### config.mk
export PLATFORM = sky130hd
export DESIGN_NAME = ddcmp_rx
export DESIGN_NICKNAME = d
export VERILOG_FILES = /design/src/rtl/ddcmp_rx_pkg.sv /design/src/rtl/ddcmp_line_dec.sv /design/src/rtl/ddcmp_framer.sv /design/src/rtl/ddcmp_addr_match.sv /design/src/rtl/ddcmp_err_ctr.sv /design/src/rtl/ddcmp_rx.sv
export SDC_FILE = /design/constraint.sdc
export NUM_CORES = 1
export LEC_CHECK = 0
export BUFFER_PORTS_ARGS = -buffer_cell sky130_fd_sc_hd__buf_2
export CAP_MARGIN = 20
export CORE_AREA = 3 3 163 165
export DETAILED_ROUTE_END_ITERATION = 6
export DIE_AREA = 0 0 166 168
export PLACE_DENSITY = 0.64
export SLEW_MARGIN = 20
export SYNTH_ARGS = -nofsm -noshare
export SYNTH_HDL_FRONTEND = slang
export SYNTH_SLANG_ARGS = --single-unit
### constraint.sdc
create_clock -name clk -period 4 [get_ports clk]
set_clock_uncertainty 0.1 [all_clocks]
set_input_delay 0.4 -clock clk [delete_from_list [all_inputs] [get_ports clk]]
set_output_delay 0.4 -clock clk [all_outputs]
set_load 0.01 [all_outputs]
### src/rtl/ddcmp_rx_pkg.sv
package ddcmp_rx_pkg;

   localparam logic [7:0] CH_SOH   = 8'h81;
   localparam logic [7:0] CH_ENQ   = 8'h05;
   localparam logic [7:0] CH_DLE   = 8'h90;
   localparam int         HDR_LEN  = 6;
   localparam int         LEN_W    = 14;
   localparam int         NUM_ERR  = 4;
   localparam int         EC_HCRC  = 0;
   localparam int         EC_DCRC  = 1;
   localparam int         EC_ADDR  = 2;
   localparam int         EC_CD    = 3;

   typedef enum logic [2:0] {
      ST_SRCH,
      ST_HDR,
      ST_HCRC,
      ST_REPLAY,
      ST_DATA,
      ST_DCRC
   } rx_st_e;

   function automatic logic [15:0] crc16_upd(input logic [15:0] c_in, input logic [7:0] d);
      logic [15:0] c;
      c = c_in;
      for (int i = 0; i < 8; i++) begin
         if (c[0] ^ d[i]) c = (c >> 1) ^ 16'hA001;
         else             c = c >> 1;
      end
      return c;
   endfunction

endpackage

### src/rtl/ddcmp_line_dec.sv
module ddcmp_line_dec #(
   parameter bit HAS_NRZI = 1'b1
) (
   input  logic clk,
   input  logic rst_n,
   input  logic bit_en,
   input  logic rxd,
   input  logic nrzi_sel,
   output logic dbit
);
   generate
      if (HAS_NRZI) begin : g_nrzi
         logic prev_lvl;
         always_ff @(posedge clk or negedge rst_n) begin
            if (!rst_n)      prev_lvl <= 1'b1;
            else if (bit_en) prev_lvl <= rxd;
         end
         assign dbit = nrzi_sel ? ~(rxd ^ prev_lvl) : rxd;
      end else begin : g_nrz
         logic unused_sel;
         assign unused_sel = nrzi_sel ^ clk ^ rst_n ^ bit_en;
         assign dbit = rxd;
      end
   endgenerate
endmodule

### src/rtl/ddcmp_framer.sv
module ddcmp_framer (
   input  logic       clk,
   input  logic       rst_n,
   input  logic       bit_en,
   input  logic       dbit,
   input  logic [7:0] syn1,
   input  logic [7:0] syn2,
   input  logic       resync,
   output logic       in_sync,
   output logic       byte_vld,
   output logic [7:0] byte_d
);
   logic [15:0] hunt_sr;
   logic [15:0] hunt_nx;
   logic [7:0]  asm_sr;
   logic [2:0]  bcnt;

   assign hunt_nx = {dbit, hunt_sr[15:1]};

   always_ff @(posedge clk or negedge rst_n) begin
      if (!rst_n) begin
         hunt_sr  <= '0;
         asm_sr   <= '0;
         bcnt     <= '0;
         in_sync  <= 1'b0;
         byte_vld <= 1'b0;
         byte_d   <= '0;
      end else begin
         byte_vld <= 1'b0;
         if (resync) begin
            hunt_sr <= '0;
            bcnt    <= '0;
            in_sync <= 1'b0;
         end else if (bit_en) begin
            if (!in_sync) begin
               hunt_sr <= hunt_nx;
               if (hunt_nx == {syn2, syn1}) begin
                  in_sync <= 1'b1;
                  bcnt    <= '0;
               end
            end else begin
               asm_sr <= {dbit, asm_sr[7:1]};
               bcnt   <= bcnt + 3'd1;
               if (bcnt == 3'd7) begin
                  byte_vld <= 1'b1;
                  byte_d   <= {dbit, asm_sr[7:1]};
               end
            end
         end
      end
   end
endmodule

### src/rtl/ddcmp_addr_match.sv
module ddcmp_addr_match #(
   parameter int NUM_ADDR = 4
) (
   input  logic [7:0]            addr,
   input  logic [NUM_ADDR*8-1:0] cmp,
   input  logic [NUM_ADDR*8-1:0] msk,
   output logic                  hit
);
   logic [NUM_ADDR-1:0] hit_vec;

   for (genvar i = 0; i < NUM_ADDR; i++) begin : g_cmp
      assign hit_vec[i] = (((addr ^ cmp[i*8 +: 8]) & ~msk[i*8 +: 8]) == 8'h00);
   end

   assign hit = |hit_vec;
endmodule

### src/rtl/ddcmp_err_ctr.sv
module ddcmp_err_ctr #(
   parameter int W = 16
) (
   input  logic         clk,
   input  logic         rst_n,
   input  logic         inc,
   input  logic         clr,
   output logic [W-1:0] cnt
);
   always_ff @(posedge clk or negedge rst_n) begin
      if (!rst_n)                 cnt <= '0;
      else if (clr)               cnt <= '0;
      else if (inc && cnt != '1)  cnt <= cnt + 1'b1;
   end
endmodule

### src/rtl/ddcmp_rx.sv
module ddcmp_rx
   import ddcmp_rx_pkg::*;
#(
   parameter int NUM_ADDR = 4,
   parameter int CNT_W    = 16,
   parameter bit HAS_NRZI = 1'b1
) (
   input  logic                      clk,
   input  logic                      rst_n,
   input  logic                      rx_en,
   input  logic                      bit_en,
   input  logic                      rxd,
   input  logic                      cd,
   input  logic                      nrzi_sel,
   input  logic [7:0]                syn1,
   input  logic [7:0]                syn2,
   input  logic [NUM_ADDR*8-1:0]     addr_cmp,
   input  logic [NUM_ADDR*8-1:0]     addr_msk,
   input  logic [NUM_ERR-1:0]        cnt_clr,
   output logic                      out_vld,
   output logic [7:0]                out_data,
   output logic                      out_first,
   output logic                      out_last,
   output logic                      stat_vld,
   output logic [1:0]                stat_word,
   output logic [NUM_ERR*CNT_W-1:0]  err_cnt
);
   localparam int RP_W = $clog2(HDR_LEN);

   initial begin
      assert (NUM_ADDR >= 1 && NUM_ADDR <= 8);
      assert (CNT_W >= 2 && CNT_W <= 32);
   end

   logic              dbit, bit_q, quiet, resync, fin;
   logic              in_sync, byte_vld, addr_hit;
   logic [7:0]        byte_d;
   logic [7:0]        hdr [HDR_LEN];
   rx_st_e            st;
   logic [2:0]        idx;
   logic [RP_W-1:0]   rp;
   logic [15:0]       crc, crc_nx;
   logic [LEN_W-1:0]  dcnt, hdr_len;
   logic              is_start, has_data, abort;
   logic              hcrc_end, hdr_drop, dcrc_end, rp_done;
   logic [NUM_ERR-1:0] inc;

   assign quiet  = !rx_en || !cd;
   assign bit_q  = bit_en && !quiet;

   ddcmp_line_dec #(.HAS_NRZI(HAS_NRZI)) u_dec (
      .clk(clk), .rst_n(rst_n), .bit_en(bit_q), .rxd(rxd),
      .nrzi_sel(nrzi_sel), .dbit(dbit)
   );

   ddcmp_framer u_frm (
      .clk(clk), .rst_n(rst_n), .bit_en(bit_q), .dbit(dbit),
      .syn1(syn1), .syn2(syn2), .resync(resync),
      .in_sync(in_sync), .byte_vld(byte_vld), .byte_d(byte_d)
   );

   ddcmp_addr_match #(.NUM_ADDR(NUM_ADDR)) u_am (
      .addr(hdr[HDR_LEN-1]), .cmp(addr_cmp), .msk(addr_msk), .hit(addr_hit)
   );

   always_comb begin
      is_start = (byte_d == CH_SOH) || (byte_d == CH_ENQ) || (byte_d == CH_DLE);
      hdr_len  = {hdr[2][5:0], hdr[1]};
      has_data = (hdr[0] != CH_ENQ) && (hdr_len != '0);
      crc_nx   = crc16_upd(crc, byte_d);
      abort    = rx_en && !cd && (st != ST_SRCH);
      hcrc_end = byte_vld && (st == ST_HCRC) && idx[0];
      hdr_drop = hcrc_end && ((crc_nx != 16'h0) || !addr_hit);
      dcrc_end = byte_vld && (st == ST_DCRC) && idx[0];
      rp_done  = (st == ST_REPLAY) && (rp == RP_W'(HDR_LEN-1)) && !has_data;
      fin      = hdr_drop || dcrc_end || rp_done;
      resync   = quiet || (fin && in_sync);
      inc          = '0;
      inc[EC_HCRC] = hcrc_end && (crc_nx != 16'h0);
      inc[EC_ADDR] = hcrc_end && (crc_nx == 16'h0) && !addr_hit;
      inc[EC_DCRC] = dcrc_end && (crc_nx != 16'h0);
      inc[EC_CD]   = abort;
   end

   always_ff @(posedge clk or negedge rst_n) begin
      if (!rst_n) begin
         st        <= ST_SRCH;
         idx       <= '0;
         rp        <= '0;
         crc       <= '0;
         dcnt      <= '0;
         out_vld   <= 1'b0;
         out_data  <= '0;
         out_first <= 1'b0;
         out_last  <= 1'b0;
         stat_vld  <= 1'b0;
         stat_word <= '0;
         for (int i = 0; i < HDR_LEN; i++) hdr[i] <= '0;
      end else begin
         out_vld   <= 1'b0;
         out_first <= 1'b0;
         out_last  <= 1'b0;
         stat_vld  <= 1'b0;
         if (quiet) begin
            st <= ST_SRCH;
            if (abort && (st == ST_REPLAY || st == ST_DATA || st == ST_DCRC)) begin
               stat_vld  <= 1'b1;
               stat_word <= 2'b10;
            end
         end else begin
            case (st)
               ST_SRCH: if (byte_vld && in_sync && is_start) begin
                  hdr[0] <= byte_d;
                  crc    <= crc16_upd(16'h0, byte_d);
                  idx    <= 3'd1;
                  st     <= ST_HDR;
               end
               ST_HDR: if (byte_vld) begin
                  hdr[idx] <= byte_d;
                  crc      <= crc_nx;
                  if (idx == 3'(HDR_LEN-1)) begin
                     idx <= '0;
                     st  <= ST_HCRC;
                  end else begin
                     idx <= idx + 3'd1;
                  end
               end
               ST_HCRC: if (byte_vld) begin
                  crc <= crc_nx;
                  idx <= 3'd1;
                  if (hcrc_end) begin
                     rp <= '0;
                     st <= hdr_drop ? ST_SRCH : ST_REPLAY;
                  end
               end
               ST_REPLAY: begin
                  out_vld   <= 1'b1;
                  out_data  <= hdr[rp];
                  out_first <= (rp == '0);
                  out_last  <= rp_done;
                  if (rp == RP_W'(HDR_LEN-1)) begin
                     if (has_data) begin
                        st   <= ST_DATA;
                        dcnt <= '0;
                        crc  <= '0;
                     end else begin
                        stat_vld  <= 1'b1;
                        stat_word <= 2'b00;
                        st        <= ST_SRCH;
                     end
                  end else begin
                     rp <= rp + 1'b1;
                  end
               end
               ST_DATA: if (byte_vld) begin
                  out_vld  <= 1'b1;
                  out_data <= byte_d;
                  out_last <= (dcnt == hdr_len - 1'b1);
                  crc      <= crc_nx;
                  dcnt     <= dcnt + 1'b1;
                  if (dcnt == hdr_len - 1'b1) begin
                     idx <= '0;
                     st  <= ST_DCRC;
                  end
               end
               ST_DCRC: if (byte_vld) begin
                  crc <= crc_nx;
                  idx <= 3'd1;
                  if (dcrc_end) begin
                     stat_vld  <= 1'b1;
                     stat_word <= {1'b0, crc_nx != 16'h0};
                     st        <= ST_SRCH;
                  end
               end
               default: st <= ST_SRCH;
            endcase
         end
      end
   end

   for (genvar k = 0; k < NUM_ERR; k++) begin : g_ctr
      ddcmp_err_ctr #(.W(CNT_W)) u_ctr (
         .clk(clk), .rst_n(rst_n), .inc(inc[k]), .clr(cnt_clr[k]),
         .cnt(err_cnt[k*CNT_W +: CNT_W])
      );
   end
endmodule

==> results of run 1 <==
[sequential cells by signal, indices dropped and copies added, names as in the netlist]
name and cells:
stat_word 2, u_frm.byte_vld 1, u_frm.asm_sr 7, u_frm.bcnt 3
u_frm.in_sync 1, crc 16, rp 3, out_last 1
u_frm.byte_d 8, out_vld 1, hdr 48, out_first 1
u_frm.hunt_sr 15, stat_vld 1, out_data 8, dcnt 14
u_dec.g_nrzi.prev_lvl 1, st 3, idx 3, g_ctr.u_ctr.cnt 64
[per-layer routing]
layer,vias to the layer above,GRT usage [%]
met4,2,5.14
met3,44,4.13
met2,275,33.2
met1,4518,27.9
li1,4540,-
met5,-,0
[power by group]
group	switching [uW]	internal (uW)
combinational	231	150
sequential	34.1	2060
clock	839	1270
[layout make-up]
class / instances / area, sq um / area share (%)
Sequential cell: 201 / 5030 / 38.1
Clock buffer: 31 / 656 / 4.97
Multi-Input combinational cell: 891 / 5920 / 44.8
Timing Repair Buffer: 180 / 955 / 7.24
Inverter: 33 / 124 / 0.939
Clock inverter: 9 / 98.8 / 0.749
Tap cell: 330 / 413 / 3.13
[per-stage QoR]
| step | total power, uW | setup WS (ns) | cells |
|---|---|---|---|
| floorplan | 2340 | 1.08 | 1190 |
| global placement | 2510 | 0.746 | 1634 |
| detailed placement | 2520 | 0.668 | 1634 |
| CTS | 4650 | 0.659 | 1675 |
| global route | 4770 | 0.510 | 1675 |
| finish | 4590 | 0.642 | 1675 |
[cell families (layout without fill, tap and decap cells)]
logic type	after synthesis	after routing	share of synthesized area, %
simple gates	430	430	18.9
compound gates	246	246	13.9
flops	201	201	44.4
xor+xnor	143	143	11.3
buf+inv	98	253	3.49
mux	53	53	6.00
fa+ha+maj	19	19	2.10
[worst max-delay path by stage]
stage	end	slack, ns	depth (start not counted)
after CTS	g_ctr[2].u_ctr.cnt[8]	0.66	7
after global placement	g_ctr[2].u_ctr.cnt[8]	0.75	7
after global routing	g_ctr[2].u_ctr.cnt[8]	0.51	7
final	g_ctr[2].u_ctr.cnt[8]	0.64	7
after detailed placement	g_ctr[2].u_ctr.cnt[8]	0.67	7
after floorplan	u_frm.hunt_sr[10]	1.08	9
[cell usage in the layout, fill, tap and decap left out, types with 9 or more instances in the layout]
cell,count
sky130_fd_sc_hd__nor2b_1,9
sky130_fd_sc_hd__xor2_1,30
sky130_fd_sc_hd__clkbuf_16,23
sky130_fd_sc_hd__nor2_1,92
sky130_fd_sc_hd__dfrtp_1,200
sky130_fd_sc_hd__mux2_2,40
sky130_fd_sc_hd__xnor2_1,111
sky130_fd_sc_hd__o22ai_1,17
sky130_fd_sc_hd__a31oi_1,11
sky130_fd_sc_hd__nor4_1,27
sky130_fd_sc_hd__and2_1,11
sky130_fd_sc_hd__nor3_1,26
sky130_fd_sc_hd__inv_1,33
sky130_fd_sc_hd__buf_2,167
sky130_fd_sc_hd__or4_1,11
sky130_fd_sc_hd__o31ai_1,10
sky130_fd_sc_hd__nand3_1,37
sky130_fd_sc_hd__and4_1,9
sky130_fd_sc_hd__o21ai_0,107
sky130_fd_sc_hd__a22o_1,17
sky130_fd_sc_hd__nand4_1,25
sky130_fd_sc_hd__buf_4,10
sky130_fd_sc_hd__a21oi_1,36
sky130_fd_sc_hd__nand2_1,129
sky130_fd_sc_hd__and3_1,12
sky130_fd_sc_hd__ha_1,19
[timing repair]
action / in CTS / in global routing
setup endpoints to repair: 0 / 0
hold buffers: 1 / 0
endpoints found under the hold margin: 57 / 0
==> flow_summary.html, run 1 <==
<table>
<tr><th>Metric</th><th>Value</th></tr>
<tr><th colspan="2">Die</th></tr>
<tr><td>Full die area</td><td>27900 sq um</td></tr>
<tr><td>Starting density of the core</td><td>45.0%</td></tr>
<tr><td>Core area</td><td>25200 sq um</td></tr>
<tr><td>Cell Rows</td><td>58</td></tr>
<tr><td>Floorplan die height</td><td>168 microns</td></tr>
<tr><td>Die X</td><td>166 microns</td></tr>
<tr><td>I/O pins</td><td>169</td></tr>
<tr><th colspan="2">Routing</th></tr>
<tr><td>Initial DRT Pass Iterations</td><td>5</td></tr>
<tr><td>Amount of wire on met3 after detailed routing</td><td>1760 microns</td></tr>
<tr><td>Average wire per standard cell</td><td>17.2 microns</td></tr>
<tr><td>Number of remaining DRC errors</td><td>0</td></tr>
<tr><td>Routed via count divided by cell count</td><td>5.60</td></tr>
<tr><td>Uppermost metal layer occupied by signal nets</td><td>met5</td></tr>
<tr><td>Total number of vias</td><td>9379</td></tr>
<tr><td>Post-detailed-routing wire length</td><td>28900 microns</td></tr>
<tr><td>Met1 wire length</td><td>12900 microns</td></tr>
<tr><td>Detailed route wirelength on metal2</td><td>13500 microns</td></tr>
<tr><td>Initial DRC count</td><td>690</td></tr>
<tr><td>Number of antenna-violating nets in the routed design</td><td>0</td></tr>
<tr><th colspan="2">Timing</th></tr>
<tr><td>Worst Tran Pin Value</td><td>0.948 ns</td></tr>
<tr><td>Count of pins over their slew limit</td><td>0</td></tr>
<tr><td>Final setup violating endpoints</td><td>0</td></tr>
<tr><td>Final critical-path share of the clock period</td><td>83.9%</td></tr>
<tr><td>Hold Worst Slack</td><td>0.0745 ns</td></tr>
<tr><td>Fmax</td><td>0.298 GHz</td></tr>
<tr><td>Final critical path time including I/O delays and setup</td><td>3.36 ns</td></tr>
<tr><td>Unrepaired setup endpoints after global routing</td><td>false</td></tr>
<tr><td>Final hold vios</td><td>0</td></tr>
<tr><td>Slew Limit Headroom</td><td>36.6%</td></tr>
<tr><td>Fin Setup TNS</td><td>0 ns</td></tr>
<tr><th colspan="2">Worst setup path</th></tr>
<tr><td>Worst EP arrival</td><td>3.65 ns</td></tr>
<tr><td>Worst reg-to-reg path cell count</td><td>7</td></tr>
<tr><td>Reg2reg end</td><td>g_ctr[2].u_ctr.cnt[8]</td></tr>
<tr><td>Category of the worst setup path capture point</td><td>flop</td></tr>
<tr><td>Crit path from</td><td>u_frm.byte_d[4]</td></tr>
<tr><td>Cells traversed along the worst timing path</td><td>xor2_1 &gt; or3_1 &gt; a211oi_1 &gt; and2_1 &gt; nand3_1 &gt; nor4_1 &gt; mux2_2</td></tr>
<tr><td>Setup slack of the most critical reg-to-reg path</td><td>0.64 ns</td></tr>
<tr><td>Standard cell with the maximum stage delay on the critical path</td><td>sky130_fd_sc_hd__a211oi_1</td></tr>
<tr><td>Required arrival time at the worst endpoint</td><td>4.29 ns</td></tr>
<tr><td>Beginning of the worst register-to-register path</td><td>u_frm.byte_d[4]</td></tr>
<tr><td>Setup crit start kind</td><td>flop</td></tr>
<tr><td>Top delay family on crit path</td><td>simple AND/OR/NAND/NOR gates</td></tr>
<tr><td>Crit path max fanout</td><td>13</td></tr>
<tr><td>Largest stage delay on the critical path</td><td>0.65 ns</td></tr>
<tr><td>Critical path type</td><td>reg -&gt; reg</td></tr>
<tr><td>Number of buffer and inverter stages on the critical path</td><td>0</td></tr>
<tr><th colspan="2">Synth</th></tr>
<tr><td>Post-Syn Area per Cell</td><td>9.53 sq um</td></tr>
<tr><td>Register bit total from synthesis</td><td>201</td></tr>
<tr><td>Net Count, Synth</td><td>1300</td></tr>
<tr><td>Area share of the largest cell type after synthesis</td><td>44.1%</td></tr>
<tr><td>Most common cell in the netlist</td><td>sky130_fd_sc_hd__dfrtp_1</td></tr>
<tr><td>Number of enable-type register cells in the synthesized netlist</td><td>0</td></tr>
<tr><td>Dominant register cell in the synthesized netlist</td><td>sky130_fd_sc_hd__dfrtp_1</td></tr>
<tr><td>Distinct cell type count after synthesis</td><td>66</td></tr>
<tr><td>Library cell occupying the most area in the post-synthesis netlist</td><td>sky130_fd_sc_hd__dfrtp_1</td></tr>
<tr><td>Cells after synthesis</td><td>1190</td></tr>
<tr><td>Total number of yosys warnings</td><td>0</td></tr>
<tr><td>Synthesized cell area</td><td>11300 sq um</td></tr>
<tr><td>Top cells by area in the synthesized netlist</td><td>sky130_fd_sc_hd__dfrtp_1, sky130_fd_sc_hd__xnor2_1, sky130_fd_sc_hd__o21ai_0</td></tr>
<tr><td>Sequential element share of the synthesized area</td><td>44.4%</td></tr>
<tr><td>Synth async-reset ratio</td><td>100%</td></tr>
<tr><td>Synth top cells by count</td><td>sky130_fd_sc_hd__dfrtp_1, sky130_fd_sc_hd__nand2_1, sky130_fd_sc_hd__xnor2_1</td></tr>
<tr><th colspan="2">Clock network</th></tr>
<tr><td>Maximum clock insertion buffer count</td><td>3</td></tr>
<tr><td>Clock transition at the registers of the reported paths</td><td>0.06 ns</td></tr>
<tr><td>Insertion delay of the later-clocked pin in the worst-skew pair</td><td>0.51 ns</td></tr>
<tr><td>Master cell of the clock root buffer</td><td>sky130_fd_sc_hd__clkbuf_16</td></tr>
<tr><td>Clock Sinks</td><td>201</td></tr>
<tr><td>Number of gates resized after cts</td><td>0</td></tr>
<tr><td>Number of setup buffers added after CTS</td><td>0</td></tr>
<tr><td>CTS tree</td><td>yes</td></tr>
<tr><td>Number of H-tree levels</td><td>1</td></tr>
<tr><td>Total CTS buffers</td><td>23</td></tr>
<tr><th colspan="2">Placement</th></tr>
<tr><td>Half-perimeter wire length of the detailed placement result</td><td>20800 microns</td></tr>
<tr><td>Final weighted congestion of routability-driven global placement</td><td>0.929</td></tr>
<tr><td>Count of port buffers added during placement</td><td>168</td></tr>
<tr><td>Placed Instance Area</td><td>12400 sq um</td></tr>
<tr><th colspan="2">Finish</th></tr>
<tr><td>Final core occ</td><td>52.4%</td></tr>
<tr><td>Final instance area</td><td>13200 sq um</td></tr>
<tr><td>Layout overhead on the synthesized area</td><td>16.3%</td></tr>
<tr><td>Fill cell instance count of the final layout</td><td>2299</td></tr>
<tr><td>Antenna cell count</td><td>0</td></tr>
<tr><td>NumNets Final</td><td>1440</td></tr>
<tr><td>Share of final-layout standard cells stronger than drive strength 1</td><td>21.0%</td></tr>
<tr><th colspan="2">Job</th></tr>
<tr><td>Reported max-cap violation count</td><td>0</td></tr>
<tr><th colspan="2">Min path</th></tr>
<tr><td>Hold_sp</td><td>rxd</td></tr>
<tr><td>Endpoint with the worst hold slack</td><td>u_dec.g_nrzi.prev_lvl</td></tr>
<tr><td>Type of the worst min-delay path</td><td>in -&gt; reg</td></tr>
<tr><td>Worst hold path cell count</td><td>2</td></tr>
<tr><th colspan="2">Power</th></tr>
<tr><td>Maximum VDD drop</td><td>0.244 mV</td></tr>
<tr><td>Total power per unit cell area</td><td>348 nW/um^2</td></tr>
<tr><td>Leakage power of the design</td><td>0.00592 uW</td></tr>
<tr><th colspan="2">GRT</th></tr>
<tr><td>Initial antenna violation count</td><td>1</td></tr>
<tr><td>Wire length of the first global-routing pass</td><td>47500 microns</td></tr>
<tr><td>Aggregate global-route resource usage</td><td>20.3%</td></tr>
<tr><td>Overflow left after global routing</td><td>0</td></tr>
<tr><td>Maximum number of pins on one net before global-route repair</td><td>79</td></tr>
<tr><td>Vias in the first global route</td><td>9099</td></tr>
<tr><th colspan="2">Outcome</th></tr>
<tr><td>Result of the run</td><td>complete, no violations</td></tr>
</table>
Note: power is estimated with default switching activity, not from simulation.
==> run 2, diff against run 1 <==
--- a/config.mk
+++ b/config.mk
@@ -5,12 +5,13 @@
 export SDC_FILE = /design/constraint.sdc
 export NUM_CORES = 1
 export LEC_CHECK = 0
+export ABC_AREA = 1
 export BUFFER_PORTS_ARGS = -buffer_cell sky130_fd_sc_hd__buf_2
 export CAP_MARGIN = 20
-export CORE_AREA = 3 3 163 165
+export CORE_AREA = 3 3 170 172
 export DETAILED_ROUTE_END_ITERATION = 6
-export DIE_AREA = 0 0 166 168
-export PLACE_DENSITY = 0.64
+export DIE_AREA = 0 0 173 175
+export PLACE_DENSITY = 0.66
 export SLEW_MARGIN = 20
 export SYNTH_ARGS = -nofsm -noshare
 export SYNTH_HDL_FRONTEND = slang
==> constraint.sdc (replaced) <==
create_clock -name clk -period 2.9 [get_ports clk]
set_clock_uncertainty 0.1 [all_clocks]
set_input_delay 0.29 -clock clk [delete_from_list [all_inputs] [get_ports clk]]
set_output_delay 0.29 -clock clk [all_outputs]
set_load 0.01 [all_outputs]
==> run 2 against run 1 <==
Synthesized cell count up 39%; combinational power up 64%; critical endpoint is now u_frm.hunt_sr[1]; highest routed layer is now met4; final area up 9.8%; register-to-register slack worse by 0.30 ns; wire length up 19%; core utilization about the same; largest power group unchanged; sequential share of layout area down 3.4 points.
==> flow_summary.html, run 2 <==
<table>
<tr><th>Metric</th><th>Value</th></tr>
<tr><th colspan="2">Outcome</th></tr>
<tr><td>Result of the run</td><td>complete, no violations</td></tr>
<tr><th colspan="2">Timing</th></tr>
<tr><td>Final setup violating endpoints</td><td>0</td></tr>
<tr><td>Final hold vios</td><td>0</td></tr>
<tr><td>Unrepaired setup endpoints after global routing</td><td>false</td></tr>
<tr><td>Worst Tran Pin Value</td><td>0.667 ns</td></tr>
<tr><td>Final critical-path share of the clock period</td><td>88.3%</td></tr>
<tr><td>Fin Setup TNS</td><td>0 ns</td></tr>
<tr><td>Count of pins over their slew limit</td><td>0</td></tr>
<tr><td>Slew Limit Headroom</td><td>55.5%</td></tr>
<tr><td>Final critical path time including I/O delays and setup</td><td>2.56 ns</td></tr>
<tr><td>PnR worst setup slack</td><td>0.340 ns</td></tr>
<tr><td>Fmax</td><td>0.391 GHz</td></tr>
<tr><th colspan="2">GRT</th></tr>
<tr><td>Aggregate global-route resource usage</td><td>22.4%</td></tr>
<tr><td>Global routing usage on met3</td><td>3.82%</td></tr>
<tr><td>Maximum number of pins on one net before global-route repair</td><td>58</td></tr>
<tr><td>Grt met1 use</td><td>30.0%</td></tr>
<tr><td>GRT Max-Usage Layer</td><td>met2</td></tr>
<tr><td>Global routing met2 resource utilization</td><td>37.3%</td></tr>
<tr><td>Initial antenna violation count</td><td>0</td></tr>
<tr><td>Wire length of the first global-routing pass</td><td>56400 microns</td></tr>
<tr><td>Overflow left after global routing</td><td>0</td></tr>
<tr><td>Vias in the first global route</td><td>10900</td></tr>
<tr><th colspan="2">Worst setup path</th></tr>
<tr><td>Category of the worst setup path capture point</td><td>flop</td></tr>
<tr><td>Standard cell with the maximum stage delay on the critical path</td><td>sky130_fd_sc_hd__dfrtp_1</td></tr>
<tr><td>Worst EP arrival</td><td>2.86 ns</td></tr>
<tr><td>Setup crit start kind</td><td>flop</td></tr>
<tr><td>Cells traversed along the worst timing path</td><td>inv_1 &gt; ha_1 &gt; nand3_2 &gt; nor2_4 &gt; nand3_1 &gt; o22ai_2 &gt; nand2_1 &gt; nand2_1 &gt; nor2_1 &gt; nand3_4 &gt; nand2_4 &gt; o21ai_4 &gt; o21bai_1</td></tr>
<tr><td>Crit path max fanout</td><td>15</td></tr>
<tr><td>Required arrival time at the worst endpoint</td><td>3.20 ns</td></tr>
<tr><td>Most frequent cell on the critical path</td><td>sky130_fd_sc_hd__nand2_1</td></tr>
<tr><td>Critical path type</td><td>reg -&gt; reg</td></tr>
<tr><td>Largest stage delay on the critical path</td><td>0.39 ns</td></tr>
<tr><td>Path length in cells of the critical path</td><td>13</td></tr>
<tr><td>Worst reg-to-reg path cell count</td><td>13</td></tr>
<tr><td>Top delay family on crit path</td><td>simple AND/OR/NAND/NOR gates</td></tr>
<tr><td>Number of buffer and inverter stages on the critical path</td><td>1</td></tr>
<tr><th colspan="2">Finish</th></tr>
<tr><td>NumNets Final</td><td>1937</td></tr>
<tr><td>Largest registers ranked by flip-flop count</td><td>g_ctr.u_ctr.cnt: 64 flops, hdr: 48 flops, crc: 16 flops</td></tr>
<tr><td>Highest-count cells in the layout ignoring fill and taps</td><td>sky130_fd_sc_hd__nand2_1, sky130_fd_sc_hd__nor2_1, sky130_fd_sc_hd__dfrtp_1, sky130_fd_sc_hd__buf_2, sky130_fd_sc_hd__inv_1</td></tr>
<tr><td>Antenna cell count</td><td>0</td></tr>
<tr><td>Register containing the most flip-flops in the final layout</td><td>g_ctr.u_ctr.cnt</td></tr>
<tr><td>Commonest non-fill, non-tap cell in the layout</td><td>sky130_fd_sc_hd__nand2_1</td></tr>
<tr><td>Largest register FFs</td><td>64</td></tr>
<tr><td>Layout overhead on the synthesized area</td><td>17.4%</td></tr>
<tr><td>Share of final-layout standard cells stronger than drive strength 1</td><td>16.3%</td></tr>
<tr><th colspan="2">Placement</th></tr>
<tr><td>Worst slack at placement</td><td>0.229 ns</td></tr>
<tr><td>Half-perimeter wire length of the detailed placement result</td><td>25900 microns</td></tr>
<tr><td>Count of port buffers added during placement</td><td>168</td></tr>
<tr><td>Final weighted congestion of routability-driven global placement</td><td>0.931</td></tr>
<tr><th colspan="2">Clock network</th></tr>
<tr><td>CTS tree</td><td>yes</td></tr>
<tr><td>Master cell of the clock root buffer</td><td>sky130_fd_sc_hd__clkbuf_16</td></tr>
<tr><td>Total CTS buffers</td><td>24</td></tr>
<tr><td>Number of H-tree levels</td><td>1</td></tr>
<tr><td>Maximum clock insertion buffer count</td><td>3</td></tr>
<tr><td>Clock Sinks</td><td>201</td></tr>
<tr><td>Number of setup buffers added after CTS</td><td>0</td></tr>
<tr><td>Clock transition at the registers of the reported paths</td><td>0.06 ns</td></tr>
<tr><td>Insertion delay of the later-clocked pin in the worst-skew pair</td><td>0.53 ns</td></tr>
<tr><th colspan="2">Routing</th></tr>
<tr><td>Post-detailed-routing wire length</td><td>34500 microns</td></tr>
<tr><td>Number of remaining DRC errors</td><td>0</td></tr>
<tr><td>Average wire per standard cell</td><td>15.5 microns</td></tr>
<tr><td>Total number of vias</td><td>11400</td></tr>
<tr><td>Initial DRT Pass Iterations</td><td>5</td></tr>
<tr><td>Initial DRC count</td><td>922</td></tr>
<tr><td>Routed via count divided by cell count</td><td>5.14</td></tr>
<tr><td>Number of antenna-violating nets in the routed design</td><td>0</td></tr>
<tr><th colspan="2">Die</th></tr>
<tr><td>Full die area</td><td>30300 sq um</td></tr>
<tr><td>Die X</td><td>173 microns</td></tr>
<tr><td>I/O pins</td><td>169</td></tr>
<tr><td>Starting density of the core</td><td>44.6%</td></tr>
<tr><td>Cell Rows</td><td>61</td></tr>
<tr><td>Core area</td><td>27600 sq um</td></tr>
<tr><td>Floorplan die height</td><td>175 microns</td></tr>
<tr><th colspan="2">Synth</th></tr>
<tr><td>Library cell occupying the most area in the post-synthesis netlist</td><td>sky130_fd_sc_hd__dfrtp_1</td></tr>
<tr><td>Net Count, Synth</td><td>1764</td></tr>
<tr><td>Total number of yosys warnings</td><td>0</td></tr>
<tr><td>Post-Syn Area per Cell</td><td>7.46 sq um</td></tr>
<tr><td>Cells after synthesis</td><td>1654</td></tr>
<tr><td>Top cells by area in the synthesized netlist</td><td>sky130_fd_sc_hd__dfrtp_1, sky130_fd_sc_hd__nand2_1, sky130_fd_sc_hd__nor2_1</td></tr>
<tr><td>Register bit total from synthesis</td><td>201</td></tr>
<tr><td>Distinct cell type count after synthesis</td><td>55</td></tr>
<tr><td>Sequential element share of the synthesized area</td><td>40.8%</td></tr>
<tr><td>Dominant register cell in the synthesized netlist</td><td>sky130_fd_sc_hd__dfrtp_1</td></tr>
<tr><td>Area share of the largest cell type after synthesis</td><td>40.6%</td></tr>
<tr><td>Synth async-reset ratio</td><td>100%</td></tr>
<tr><td>Synthesized cell area</td><td>12300 sq um</td></tr>
<tr><td>Synth top cells by count</td><td>sky130_fd_sc_hd__nand2_1, sky130_fd_sc_hd__dfrtp_1, sky130_fd_sc_hd__nor2_1</td></tr>
<tr><td>Number of enable-type register cells in the synthesized netlist</td><td>0</td></tr>
<tr><td>Most common cell in the netlist</td><td>sky130_fd_sc_hd__nand2_1</td></tr>
<tr><th colspan="2">Min path</th></tr>
<tr><td>Worst hold path cell count</td><td>4</td></tr>
<tr><td>Type of the worst min-delay path</td><td>in -&gt; reg</td></tr>
<tr><th colspan="2">Power</th></tr>
<tr><td>Overall power of the completed layout</td><td>6770 uW</td></tr>
<tr><td>Proportion of total power due to net switching</td><td>25.2%</td></tr>
<tr><td>Total power per unit cell area</td><td>467 nW/um^2</td></tr>
<tr><td>Maximum VDD drop</td><td>0.426 mV</td></tr>
<tr><td>Sequential share of power</td><td>43.4%</td></tr>
<tr><td>Proportion of power drawn by the clock network</td><td>47.4%</td></tr>
<tr><td>Leakage power of the design</td><td>0.00720 uW</td></tr>
<tr><td>Cell internal power dissipation</td><td>5070 uW</td></tr>
<tr><td>Comb pwr share</td><td>9.2%</td></tr>
<tr><td>Switching component of the power</td><td>1700 uW</td></tr>
<tr><th colspan="2">Job</th></tr>
<tr><td>Reported max-cap violation count</td><td>0</td></tr>
</table>
==> run 2: final cells by class <==
type	instances	area, sq um
clock buffers	35	713
multi-input cells	1233	6360
clock inverters	9	128
well taps	378	473
fillers	2724	13100
repair buffers	197	1110
flip-flops and latches	201	5030
inverters	170	661
==> run 2: cells by family after synthesis <==
logic type / after synthesis / synth area share [%]
AO/OA/AOI/OAI: 269 / 13.1
XOR/XNOR: 100 / 7.16
adder cells (fa/ha/maj): 19 / 1.93
buffers and inverters: 220 / 7.71
flip-flops: 201 / 40.8
AND/OR/NAND/NOR: 845 / 29.4
==> run 2: what timing repair did <==
action,4_1_cts,5_1_grt
endpoints found under the hold margin,66,0
hold buffers,4,0
resized for setup,0,4
endpoints found under the setup margin,0,4
==> run 2: path summary, 6_finish.rpt <==
| kind | from | slack, ns | end |
|---|---|---|---|
| max in group asynchronous | rst_n | 1.81 | u_dec.g_nrzi.prev_lvl |
| setup / recovery | hdr[32] | 0.34 | u_frm.hunt_sr[1] |
| hold / removal | syn2[7] | 0.03 | u_frm.in_sync |
| hold reg to reg | u_frm.asm_sr[7] | 0.38 | u_frm.asm_sr[7] |
| min in group asynchronous | rst_n | 0.22 | dcnt[3] |
| setup reg to reg | hdr[32] | 0.34 | u_frm.hunt_sr[1] |
==> run 2: tightest hold or removal path, delay by kind of cell <==
kind | cells | cell delay (ns)
AND/OR/NAND/NOR | 1 | 0.10
buffers and inverters | 1 | 0.09
XOR/XNOR | 1 | 0.06
AO/OA/AOI/OAI | 1 | 0.08
==> run 2: layer usage <==
layer	part of all wire, %	vias up	routed length [microns]
li1	-	5704	-
met5	0	-	0
met3	5.6	62	1920
met1	45	5332	15400
met4	3.0	0	1020
met2	47	338	16100
==> run 2: through the flow <==
stage	instances	utilization (%)	hold WS [ns]	area, sq um
floorplan	1654	-	-0.106	12300
global placement	2175	49.2	0.208	13600
detailed placement	2175	49.2	0.211	13600
CTS	2223	52.4	0.0268	14500
global route	2223	52.4	0.0609	14500
finish	2223	52.4	0.0316	14500
==> run 2: power groups by stage <==
| stage | Clock [uW] | Combinational, uW | Sequential, uW |
|---|---|---|---|
| after detailed placement | 0 | 621 | 2990 |
| after global routing | 3380 | 710 | 2950 |
| after CTS | 3270 | 628 | 2940 |
| after floorplan | 0 | 364 | 2980 |
| after global placement | 0 | 614 | 2990 |
| final | 3210 | 624 | 2940 |
